--- src/rtl/uart_tx_cts.sv ---
module uart_tx_cts #(
  parameter int DEPTH = 16,
  parameter int SUB   = 16
) (
  input  logic       clk,
  input  logic       rst_n,
  input  logic       tick16,
  input  logic       cts_in,
  input  logic       wr_en,
  input  logic [7:0] wr_data,
  input  logic [6:0] lcr,
  input  logic       tx_irq_en,
  input  logic       loopback,
  input  logic       auto_flow,
  input  logic       cts_gate,
  input  logic       cts_pol,
  output logic       txd,
  output logic       loop_txd,
  output logic       tx_irq,
  output logic [7:0] flags
);
  localparam int AW = $clog2(DEPTH);
  localparam int CW = $clog2(DEPTH + 1);
  localparam int SW = $clog2(SUB);

  logic [7:0]    mem [DEPTH];
  logic [AW-1:0] wp, rp;
  logic [CW-1:0] cnt;
  logic          active;
  logic [11:0]   sh;
  logic [3:0]    left;
  logic [SW-1:0] sub;
  logic [11:0]   nf;
  logic [3:0]    nlen, dlen;
  logic          par;

  wire [CW-1:0] cap     = lcr[4] ? CW'(DEPTH) : CW'(1);
  wire          full    = cnt >= cap;
  wire          empty   = cnt == '0;
  wire          cts_ok  = !(auto_flow && cts_gate) || (cts_in == cts_pol);
  wire          bit_end = active && tick16 && (sub == SW'(SUB - 1));
  wire          last    = bit_end && (left == 4'd1);
  wire          load    = tick16 && (!active || last) && !empty && cts_ok;
  wire          push    = wr_en && !full;
  wire          busy    = active || !empty;

  always_comb begin
    dlen  = 4'd5 + {2'b00, lcr[6:5]};
    nlen  = 4'd2 + dlen + {3'b000, lcr[1]} + {3'b000, lcr[3]};
    par   = ~lcr[2];
    nf    = '1;
    nf[0] = 1'b0;
    for (int i = 0; i < 8; i++) begin
      if (i < int'(dlen)) begin
        nf[i+1] = mem[rp][i];
        par     = par ^ mem[rp][i];
      end
    end
    for (int i = 6; i < 10; i++)
      if (lcr[1] && i == int'(dlen) + 1) nf[i] = par;
  end

  always_ff @(posedge clk)
    if (push) mem[wp] <= wr_data;

  always_ff @(posedge clk) begin
    if (!rst_n) begin
      wp     <= '0;
      rp     <= '0;
      cnt    <= '0;
      active <= 1'b0;
      sh     <= '1;
      left   <= '0;
      sub    <= '0;
    end else begin
      if (push) wp <= (wp == AW'(DEPTH - 1)) ? '0 : wp + AW'(1);
      cnt <= cnt + CW'(push) - CW'(load);
      if (load) begin
        rp     <= (rp == AW'(DEPTH - 1)) ? '0 : rp + AW'(1);
        active <= 1'b1;
        sh     <= nf;
        left   <= nlen;
        sub    <= '0;
      end else if (last) begin
        active <= 1'b0;
        sub    <= '0;
      end else if (bit_end) begin
        sh   <= {1'b1, sh[11:1]};
        left <= left - 4'd1;
        sub  <= '0;
      end else if (active && tick16) begin
        sub <= sub + SW'(1);
      end
    end
  end

  wire line   = active ? sh[0] : 1'b1;
  wire shaped = lcr[0] ? 1'b0 : line;

  assign txd      = loopback ? 1'b1 : shaped;
  assign loop_txd = loopback ? shaped : 1'b1;
  assign tx_irq   = tx_irq_en && empty;
  assign flags    = {empty, 1'b0, full, 1'b0, busy, 3'b000};


  level_bound_chk: assert property (@(posedge clk) disable iff (!rst_n)
    cnt <= CW'(DEPTH));


  drop_full_chk: assert property (@(posedge clk) disable iff (!rst_n)
    (wr_en && full && !load) |=> cnt == $past(cnt));


  busy_hold_chk: assert property (@(posedge clk) disable iff (!rst_n)
    $fell(busy) |-> $past(last));


  cts_start_chk: assert property (@(posedge clk) disable iff (!rst_n)
    $rose(active) |-> $past(cts_ok && tick16));


  bit_hold_chk: assert property (@(posedge clk) disable iff (!rst_n)
    (active && !tick16) |=> ($stable(sh) && active));
endmodule

--- config.mk ---
export PLATFORM = sky130hd
export DESIGN_NAME = uart_tx_cts
export DESIGN_NICKNAME = d
export VERILOG_FILES = /design/src/rtl/uart_tx_cts.sv
export SDC_FILE = /design/constraint.sdc
export NUM_CORES = 1
export LEC_CHECK = 0
export BUFFER_PORTS_ARGS = -buffer_cell sky130_fd_sc_hd__buf_2
export CAP_MARGIN = 20
export CORE_AREA = 2 2 130 132
export CTS_CLUSTER_DIAMETER = 150
export DETAILED_ROUTE_END_ITERATION = 7
export DIE_AREA = 0 0 132 134
export SLEW_MARGIN = 0
export SYNTH_ARGS = -nofsm -noshare
export SYNTH_HDL_FRONTEND = slang
export SYNTH_SLANG_ARGS = --single-unit
--- constraint.sdc ---
create_clock -name clk -period 3.45 [get_ports clk]
set_input_delay 0 -clock clk [delete_from_list [all_inputs] [get_ports clk]]
set_output_delay 0 -clock clk [all_outputs]
set_load 0.02 [all_outputs]
==> metrics.yaml, run 1 <==
placed_design:
  port_buffers: 30
  dp.final_hpwl_um: 9270
  dp_slack_ns: 0.326
  gp_congestion: 0.721
  placed_cell_area_sq_um: 7670
critical_path:
  cp_data_arrival_time_ns: 3.46
  worstPathMaxFanout: 8
  end_kind: "flip-flop"
  worst_r2r_path_depth: 7
  r2r_setup_slack_ns: 0.30
  start_kind: "flip-flop"
  worstSetupPathType: "flip-flop to flip-flop"
  crit_required_ns: 3.76
  timing.rr.end: "sh[6]"
timing:
  drv_slew: 0
  timing.clock.skew_ns: 0.00570
  hold_viol_final: 0
  relSlewSlack_pct: 65.4
  period_share_pct: 91.4
  rsz0062_at_grt: "no"
  fin_ws_ns: 0.297
  setup_viol: 0
  tightest_slew_ns: 0.505
  timing.final.crit_period_ns: 3.15
  setup_tns_ns: 0
  fmax_mhz: 317
clock_tree:
  cts_hold_repair.buffers: 12
  clockBufferDepth: 2
  clock_latency_ns: 0.42
  cts_setup_buffers: 0
  cts_tree: "yes"
  clockRootBuffer: "clkbuf_16"
  cts_buffers: 17
  cts_htree_levels: 4
  cts_resized: 0
  path_clk_slew_ns: 0.06
  cts.sinks: 164
pwr:
  ir_drop_mv: 0.355
  power_density_nw_per_um2: 653
  finalPower_mw: 5.45
  leakage_nw: 2.90
yosys:
  yosysSeqAreaShare_pct: 63.6
  ys_types: 46
  ys_ff_latch: 164
  synth_edf_count: 128
  synth_area_sq_um: 7180
  yosys_warnings: 0
  synthArstFlopShare_pct: 0
  syn_inst: 479
  syn_avg_cell_area_sq_um: 15.0
  synthFlopType: "edfxtp_1"
detailed_routing:
  dr.pass1.iters: 6
  routed_via_density: 5.08
  drtIter0Drc: 193
  ant_nets: 0
  vias: 3945
  wirelength_um: 13600
  wl_per_cell_um: 17.5
  drc_errors: 0
hold_path:
  hold_end: "sh[9]"
  min_path_cells: 4
  holdCritStartpoint: "lcr[6]"
  hp-class: "input port to flip-flop"
floorplan:
  die_x_um: 132
  row_count: 47
  num_io_pins: 36
  start_util_pct: 44.1
  die_y_um: 134
  core-area_sq_um: 16300
  dieArea_sq_um: 17700
global_routing:
  antenna_found_initial: 0
  grt_pass1_wl_um: 21700
  grt_use_total_pct: 16.3
  grt_overflow: 0
  grt_pass1_vias: 4092
  grt_max_degree: 21
finish:
  nNetsFinal: 596
  fin_area_sq_um: 8350
  drive_gt1_share_pct: 23.0
  fin_util_pct: 51.3
  antenna_cells: 0
  area_growth_pct: 16.3
flow_run:
  maxCapViolCount: 0
run_status:
  status: "finished clean"
synthesized netlist by cell type, types with 4 or more instances:
| library cell | count | area share [%] |
|---|---|---|
| o21ai_0 | 7 | 0.49 |
| mux2i_1 | 21 | 2.9 |
| xor2_1 | 13 | 1.6 |
| nand3_1 | 5 | 0.35 |
| nor3_1 | 8 | 0.56 |
| edfxtp_1 | 128 | 54 |
| nor2b_1 | 4 | 0.35 |
| and2_1 | 5 | 0.44 |
| nand4_1 | 4 | 0.35 |
| nand2_1 | 30 | 1.6 |
| a21oi_1 | 16 | 1.1 |
| o21ai_1 | 7 | 0.49 |
| dfxtp_1 | 36 | 10 |
| nand2b_1 | 6 | 0.52 |
| nor2_1 | 41 | 2.1 |
| ha_1 | 25 | 4.4 |
| buf_4 | 10 | 1.0 |
| xnor2_1 | 7 | 0.85 |
| mux4_2 | 32 | 10 |
| a211oi_1 | 7 | 0.73 |
| inv_1 | 18 | 0.94 |
| buf_2 | 5 | 0.35 |
| clkbuf_1 | 8 | 0.42 |
stage by stage:
| stage | hold slack [ns] | instances |
|---|---|---|
| 6_report | 0.140 | 777 |
| 4_1_cts | 0.110 | 777 |
| 3_3_place_gp | 0.290 | 733 |
| 3_5_place_dp | 0.300 | 733 |
| 5_1_grt | 0.144 | 777 |
| 2_1_floorplan | 0.0989 | 483 |
how the worst max path moves through the flow:
stage / startpoint / endpoint / slack [ns] / depth (start not counted)
after global routing: flip-flop / sh[6] / 0.12 / 7
after detailed placement: flip-flop / sh[6] / 0.33 / 7
final: flip-flop / sh[6] / 0.30 / 7
after floorplan: cnt[2] / cnt[4] / 0.34 / 19
after global placement: flip-flop / sh[6] / 0.37 / 7
after CTS: flip-flop / sh[6] / 0.29 / 7
final cells by class:
class | count | area [sq um]
fillers | 1373 | 7940
flip-flops and latches | 164 | 4570
multi-input cells | 271 | 2400
repair buffers | 69 | 473
clock buffers | 19 | 433
well taps | 220 | 275
clock inverters | 13 | 126
inverters | 21 | 78.8
power by group:
part | leakage (nW) | total, mW | internal (mW) | switching [mW]
logic | 1.18 | 1.30 | 0.621 | 0.681
registers | 1.45 | 2.38 | 2.27 | 0.103
clock network | 0.272 | 1.77 | 1.01 | 0.767
total | 2.90 | 5.45 | 3.90 | 1.55
cells by family after synthesis:
| logic type | count (synthesis) | share of synthesized area (%) |
|---|---|---|
| flip-flops | 164 | 63.6 |
| XOR/XNOR | 22 | 3.08 |
| AO/OA/AOI/OAI | 46 | 3.92 |
| buffers and inverters | 48 | 3.22 |
| AND/OR/NAND/NOR | 114 | 7.39 |
| multiplexers | 57 | 13.8 |
| adder cells (fa/ha/maj) | 27 | 4.91 |
| other | 1 | 0.0522 |
sequential cells by signal, summed over array words and instances (netlist names), named ones only:
signal and flops:
active 1, cnt 5, left 4, mem 128
rp 4, sh 10, sub 4, wp 4
worst max-delay path: stages (launching register included):
cell     delay (ns)
dfxtp_1        0.60
mux4_1         0.61
mux2i_1        0.25
mux2i_1        0.16
xnor3_1        0.47
xnor3_2        0.50
xor2_1         0.20
a211o_1        0.27
routing by layer:
layer | share of wire, % | vias to the layer above | global-route usage (%)
met3 | 3.5 | 15 | 3.93
met1 | 45 | 1953 | 20.4
met4 | 1.3 | 0 | 6.28
li1 | - | 1909 | -
met5 | 0 | - | 0
met2 | 50 | 68 | 27.6
cell usage in the layout (no fill, tap or decap), types with 3 or more instances in the layout:
cell           synthesis  final
buf_4                 10     27
and2_1                 5      5
dlygate4sd3_1          0     12
dfxtp_1               36     35
a211oi_1               7      7
conb_1                 1      5
nor2b_1                4      4
nor2_1                41     41
nand3_1                5      5
mux4_2                32     32
nand4_1                4      4
o21ai_1                7      7
or3_1                  3      3
nand2_1               30     30
clkinv_2               0      3
clkinv_4               0      3
xnor2_1                7      7
a21oi_1               16     16
inv_1                 18     18
inv_2                  3      3
clkbuf_16              0     17
nor3_1                 8      8
mux2i_1               21     21
nand2b_1               6      6
edfxtp_1             128    128
ha_1                  25     25
buf_2                  5     30
o21ai_0                7      7
xor2_1                13     13
No activity file was read; power rests on OpenSTA's default activity.
==> run 2, diff against run 1 <==
--- a/config.mk
+++ b/config.mk
@@ -7,10 +7,10 @@
 export LEC_CHECK = 0
 export BUFFER_PORTS_ARGS = -buffer_cell sky130_fd_sc_hd__buf_2
 export CAP_MARGIN = 20
-export CORE_AREA = 2 2 130 132
+export CORE_AREA = 2 2 149 115
 export CTS_CLUSTER_DIAMETER = 150
 export DETAILED_ROUTE_END_ITERATION = 7
-export DIE_AREA = 0 0 132 134
+export DIE_AREA = 0 0 151 117
 export SLEW_MARGIN = 0
 export SYNTH_ARGS = -nofsm -noshare
 export SYNTH_HDL_FRONTEND = slang
==> metrics.yaml, run 2 (same netlist as run 1, synthesis figures left out) <==
detailed_routing:
  drc_errors: 0  # unchanged
  drtIter0Drc: 316  # +64%
  routed_via_density: 5.27  # +3.7%
  dr.pass1.iters: 4  # -2
  ant_nets: 0  # unchanged
  wl_per_cell_um: 19.3  # +10%
  wirelength_um: 14900  # +9.5%
  vias: 4065  # +3.0%
clock_tree:
  clockBufferDepth: 2  # unchanged
  cts_hold_repair.buffers: 12  # unchanged
  cts_buffers: 17  # unchanged
  cts_resized: 0  # unchanged
  cts_setup_buffers: 0  # unchanged
  cts_tree: "yes"
  path_clk_slew_ns: 0.06  # about the same
  cts.sinks: 164  # unchanged
  clock_latency_ns: 0.42  # about the same
  clockRootBuffer: "clkbuf_16"
  cts_htree_levels: 4  # unchanged
finish:
  top_register: "mem"
  multi_input_area_sq_um: 2400  # unchanged
  reg.largest.list: "mem: 128 flops, sh: 10 flops, cnt: 5 flops"
  drive_gt1_share_pct: 23.2  # +0.18 points
  seq_area_sq_um: 4570  # unchanged
  antenna_cells: 0  # unchanged
  area_growth_pct: 17.0
  final_cell_mix: "edfxtp_1, nor2_1, dfxtp_1"
  fill_cells: 1352  # -1.5%
  nNetsFinal: 596  # unchanged
  final_common_cell: "edfxtp_1"
  largest_reg_flops: 128  # unchanged
global_routing:
  grt_overflow: 0  # unchanged
  grt_pass1_vias: 4034  # -1.4%
  grt_pass1_wl_um: 22800  # +5.0%
  use_met1_pct: 26.2  # +5.8 points
  busiest_layer: "met2"
  grt_max_degree: 26  # +24%
  use_met3_pct: 3.64  # -0.29 points
  antenna_found_initial: 0  # unchanged
  grt_use_total_pct: 18.1  # +1.8 points
  met2_usage_pct: 28.0  # +0.34 points
timing:
  setup_viol: 0  # unchanged
  timing.final.crit_period_ns: 3.07  # -0.0796 ns
  rsz0062_at_grt: "no"
  fmax_mhz: 325  # +2.6%
  timing.clock.skew_ns: 0.00936  # +0.00365 ns
  setup_tns_ns: 0  # unchanged
  period_share_pct: 89.1  # -2.3 points
  hold_viol_final: 0  # unchanged
  drv_slew: 0  # unchanged
  fin_ws_ns: 0.376  # +0.0796 ns
critical_path:
  cp_data_arrival_time_ns: 3.36  # -0.10 ns
  worstPathMaxFanout: 9  # +1
  r2r_start: "cnt[1]"
  r2r_setup_slack_ns: 0.38  # +0.08 ns
  worstSetupPathType: "flip-flop to flip-flop"
  crit_required_ns: 3.74  # -0.02 ns
  worst_r2r_path_depth: 17  # +10
  end_kind: "flip-flop"
  start_kind: "flip-flop"
  timing.rr.end: "cnt[4]"
placed_design:
  port_buffers: 30  # unchanged
  dp_slack_ns: 0.362  # +0.0360 ns
  dp.final_hpwl_um: 10000  # +8.3%
  gp_congestion: 0.765  # +6.1%
floorplan:
  num_io_pins: 36  # unchanged
  core-area_sq_um: 16300  # +0.15%
  dieArea_sq_um: 17700  # -0.12%
  die_y_um: 117  # -13%
  die_x_um: 151  # +14%
  row_count: 41  # -13%
  start_util_pct: 44.0  # -0.064 points
pwr:
  finalPower_mw: 5.59  # +2.7%
  leakage_nw: 2.91  # +0.35%
  ir_drop_mv: 0.434  # +22%
  power_density_nw_per_um2: 666  # +2.1%
run_status:
  status: "finished clean"
flow_run:
  maxCapViolCount: 0  # unchanged
hold_path:
  hp-class: "input port to flip-flop"
  holdCritStartpoint: "lcr[3]"
  hold_end: "left[0]"
  min_path_cells: 4  # unchanged
[run 2: changes by cell type in the layout (fill, tap and decap cells not counted), sizes merged]
cell      change
clkbuf        -2
clkinvlp      +2
bufinv        +1
clkinv        -1
[run 2: how the worst max path moves through the flow]
stage / start / to / slack (ns)
6_report: cnt[1] / cnt[4] / 0.38
2_1_floorplan: cnt[2] / cnt[4] / 0.34
4_1_cts: cnt[1] / cnt[4] / 0.35
3_3_place_gp: cnt[1] / cnt[4] / 0.42
3_5_place_dp: cnt[1] / cnt[4] / 0.36
5_1_grt: cnt[1] / cnt[4] / 0.02
[run 2: critical path, cell delays in order, from the launching register on]
cell and delay, ns:
dfxtp_1 0.42, inv_1 0.12, ha_1 0.21, nand2b_1 0.06
o2111ai_1 0.11, a21oi_1 0.19, and2_1 0.36, inv_2 0.06
ha_1 0.29, inv_1 0.05, ha_1 0.15, inv_1 0.06
fa_1 0.41, nor2_1 0.13, nor2_1 0.05, nor2_1 0.10
or3_1 0.11, a21oi_1 0.05
[run 2: final cells by class]
type	count	share of cell area, %
sequential	164	54.4
multi-input combinational	271	28.6
timing repair buffer	69	5.78
clock buffer	17	5.07
tap	215	3.20
clock inverter	15	2.07
inverter	21	0.939
[run 2: per-layer routing]
metal,share of wire [%],up-vias
li1,-,1915
met1,47,2033
met2,46,106
met3,6.5,11
met5,0,-
met4,0.88,0
[run 2: report_power, final]
group / total, mW / switching (mW) / internal (mW)
logic: 1.33 / 0.707 / 0.622
clock network: 1.89 / 0.806 / 1.08
registers: 2.38 / 0.105 / 2.27
[run 2: per-stage QoR]
step	hold slack [ns]	utilization, %	area (sq um)	cells
after floorplan	0.0989	-	7190	483
after global placement	0.291	47.1	7680	728
after detailed placement	0.309	47.1	7680	728
after CTS	0.104	51.5	8400	772
after global routing	0.139	51.5	8400	772
final	0.113	51.5	8400	772
==> run 3, diff against run 2 <==
==> constraint.sdc (replaced) <==
create_clock -name clk -period 3.2 [get_ports clk]
set_input_delay 0 -clock clk [delete_from_list [all_inputs] [get_ports clk]]
set_output_delay 0 -clock clk [all_outputs]
set_load 0.02 [all_outputs]
==> metrics.yaml, run 3 (same netlist as run 1, synthesis figures left out) <==
timing:
  tightest_slew_ns: 0.739
  setup_tns_ns: 0  # unchanged
  rsz0062_at_grt: "no"
  period_share_pct: 93.7  # +4.6 points
  timing.final.crit_period_ns: 3.00  # -0.0754 ns
  relSlewSlack_pct: 50.8
  timing.clock.skew_ns: 0.0146  # +0.00525 ns
  fin_ws_ns: 0.202  # -0.175 ns
  drv_slew: 0  # unchanged
  fmax_mhz: 334  # +2.5%
  hold_viol_final: 0  # unchanged
  setup_viol: 0  # unchanged
global_routing:
  grt_max_degree: 19  # -27%
  grt_pass1_vias: 4006  # -0.69%
  grt_use_total_pct: 18.8  # +0.69 points
  antenna_found_initial: 0  # unchanged
  grt_overflow: 0  # unchanged
  grt_pass1_wl_um: 23500  # +3.0%
placed_design:
  port_buffers: 30  # unchanged
  gp_congestion: 0.841  # +9.9%
  dp_slack_ns: 0.180  # -0.182 ns
  dp.final_hpwl_um: 10300  # +2.5%
floorplan:
  die_y_um: 117  # unchanged
  die_x_um: 151  # unchanged
  row_count: 41  # unchanged
  num_io_pins: 36  # unchanged
  start_util_pct: 44.0  # unchanged
  dieArea_sq_um: 17700  # unchanged
  core-area_sq_um: 16300  # unchanged
critical_path:
  start_kind: "flip-flop"
  cp_data_arrival_time_ns: 3.32  # -0.04 ns
  end_kind: "flip-flop"
  worstSetupPathType: "flip-flop to flip-flop"
  crit_required_ns: 3.53  # -0.21 ns
  worstPathMaxFanout: 12  # +3
pwr:
  p_sw_mw: 1.74  # +7.5%
  intPower_mw: 4.32  # +8.6%
  combinationalPowerShare_pct: 24.1  # +0.3 points
  ir_drop_mv: 0.374  # -14%
  seqPwrFrac_pct: 42.2  # -0.3 points
  leakage_nw: 2.94  # +0.90%
  swShare_pct: 28.7  # -0.22 points
  power_frac_clock_pct: 33.6  # -0.2 points
  power_density_nw_per_um2: 720  # +8.1%
finish:
  reg.largest.list: "mem: 128 flops, sh: 10 flops, cnt: 5 flops"
  final_cell_mix: "edfxtp_1, nor2_1, dfxtp_1"
  drive_gt1_share_pct: 23.9  # +0.73 points
  area_growth_pct: 17.1
  nNetsFinal: 600  # +0.67%
  final_common_cell: "edfxtp_1"
  antenna_cells: 0  # unchanged
  top_register: "mem"
  largest_reg_flops: 128  # unchanged
clock_tree:
  cts_setup_buffers: 0  # unchanged
  cts_htree_levels: 4  # unchanged
  clock_latency_ns: 0.44  # +0.02 ns
  cts_tree: "yes"
  clockBufferDepth: 2  # unchanged
  cts.sinks: 164  # unchanged
  path_clk_slew_ns: 0.07  # about the same
  cts_buffers: 17  # unchanged
  clockRootBuffer: "clkbuf_16"
detailed_routing:
  dr.pass1.iters: 4  # unchanged
  wirelength_um: 15200  # +2.4%
  drc_errors: 0  # unchanged
  routed_via_density: 5.30  # +0.63%
  drtIter0Drc: 316  # unchanged
  wl_per_cell_um: 19.6  # +1.8%
  ant_nets: 0  # unchanged
  vias: 4112  # +1.2%
hold_path:
  holdCritStartpoint: "lcr[3]"
  hp-class: "input port to flip-flop"
flow_run:
  maxCapViolCount: 0  # unchanged
run_status:
  status: "finished clean"
[run 3: stage by stage]
stage | utilization (%) | std cells | hold WS (ns) | instance area [sq um] | power (mW)
after floorplan | - | 483 | 0.0989 | 7190 | 3.68
after global placement | 47.2 | 732 | 0.290 | 7690 | 3.99
after detailed placement | 47.2 | 732 | 0.296 | 7690 | 4.04
after CTS | 51.5 | 776 | 0.0662 | 8410 | 6.12
after global routing | 51.6 | 776 | 0.0954 | 8410 | 6.37
final | 51.6 | 776 | 0.0836 | 8410 | 6.06
[run 3: area by class of cell]
type / instances / area, sq um
fillers: 1375 / 7900
well taps: 215 / 269
clock inverters: 13 / 149
inverters: 21 / 78.8
repair buffers: 73 / 503
multi-input cells: 271 / 2400
clock buffers: 19 / 443
flip-flops and latches: 164 / 4570
[run 3: repair_timing]
item,4_1_cts,5_1_grt
hold buffers,12,0
hold endpoints to repair,140,0
gates resized for setup,0,1
setup endpoints to repair,0,1
[run 3: routing by layer]
layer | up-vias | wire length, um | track usage (%) | share of wire, %
li1 | 1915 | - | - | -
met1 | 2085 | 7260 | 27.2 | 48
met4 | 0 | 195 | 6.85 | 1.3
met2 | 98 | 6830 | 27.0 | 45
met5 | - | 0 | 0 | 0
met3 | 14 | 936 | 5.93 | 6.1
[run 3: path summary, 6_finish.rpt]
check | to | slack (ns) | cells past startpoint
setup / recovery | sh[6] | 0.20 | 8
hold / removal | left[0] | 0.08 | 4
setup reg to reg | sh[6] | 0.20 | 8
hold reg to reg | sh[5] | 0.51 | 1
[run 3: worst max-delay path, stage by stage (launching register included)]
cell     delay, ns
dfxtp_2       0.55
buf_4         0.34
mux4_2        0.52
mux2i_1       0.17
mux2i_1       0.15
xnor2_1       0.25
xnor3_2       0.42
xor2_1        0.20
a211o_1       0.27
[run 3: power by group through the flow]
stage,Clock [mW],Combinational [mW],Sequential (mW)
detailed placement,0,1.44,2.61
floorplan,0,1.13,2.56
finish,2.04,1.46,2.56
global placement,0,1.40,2.60
global route,2.16,1.63,2.58
CTS,2.09,1.47,2.56
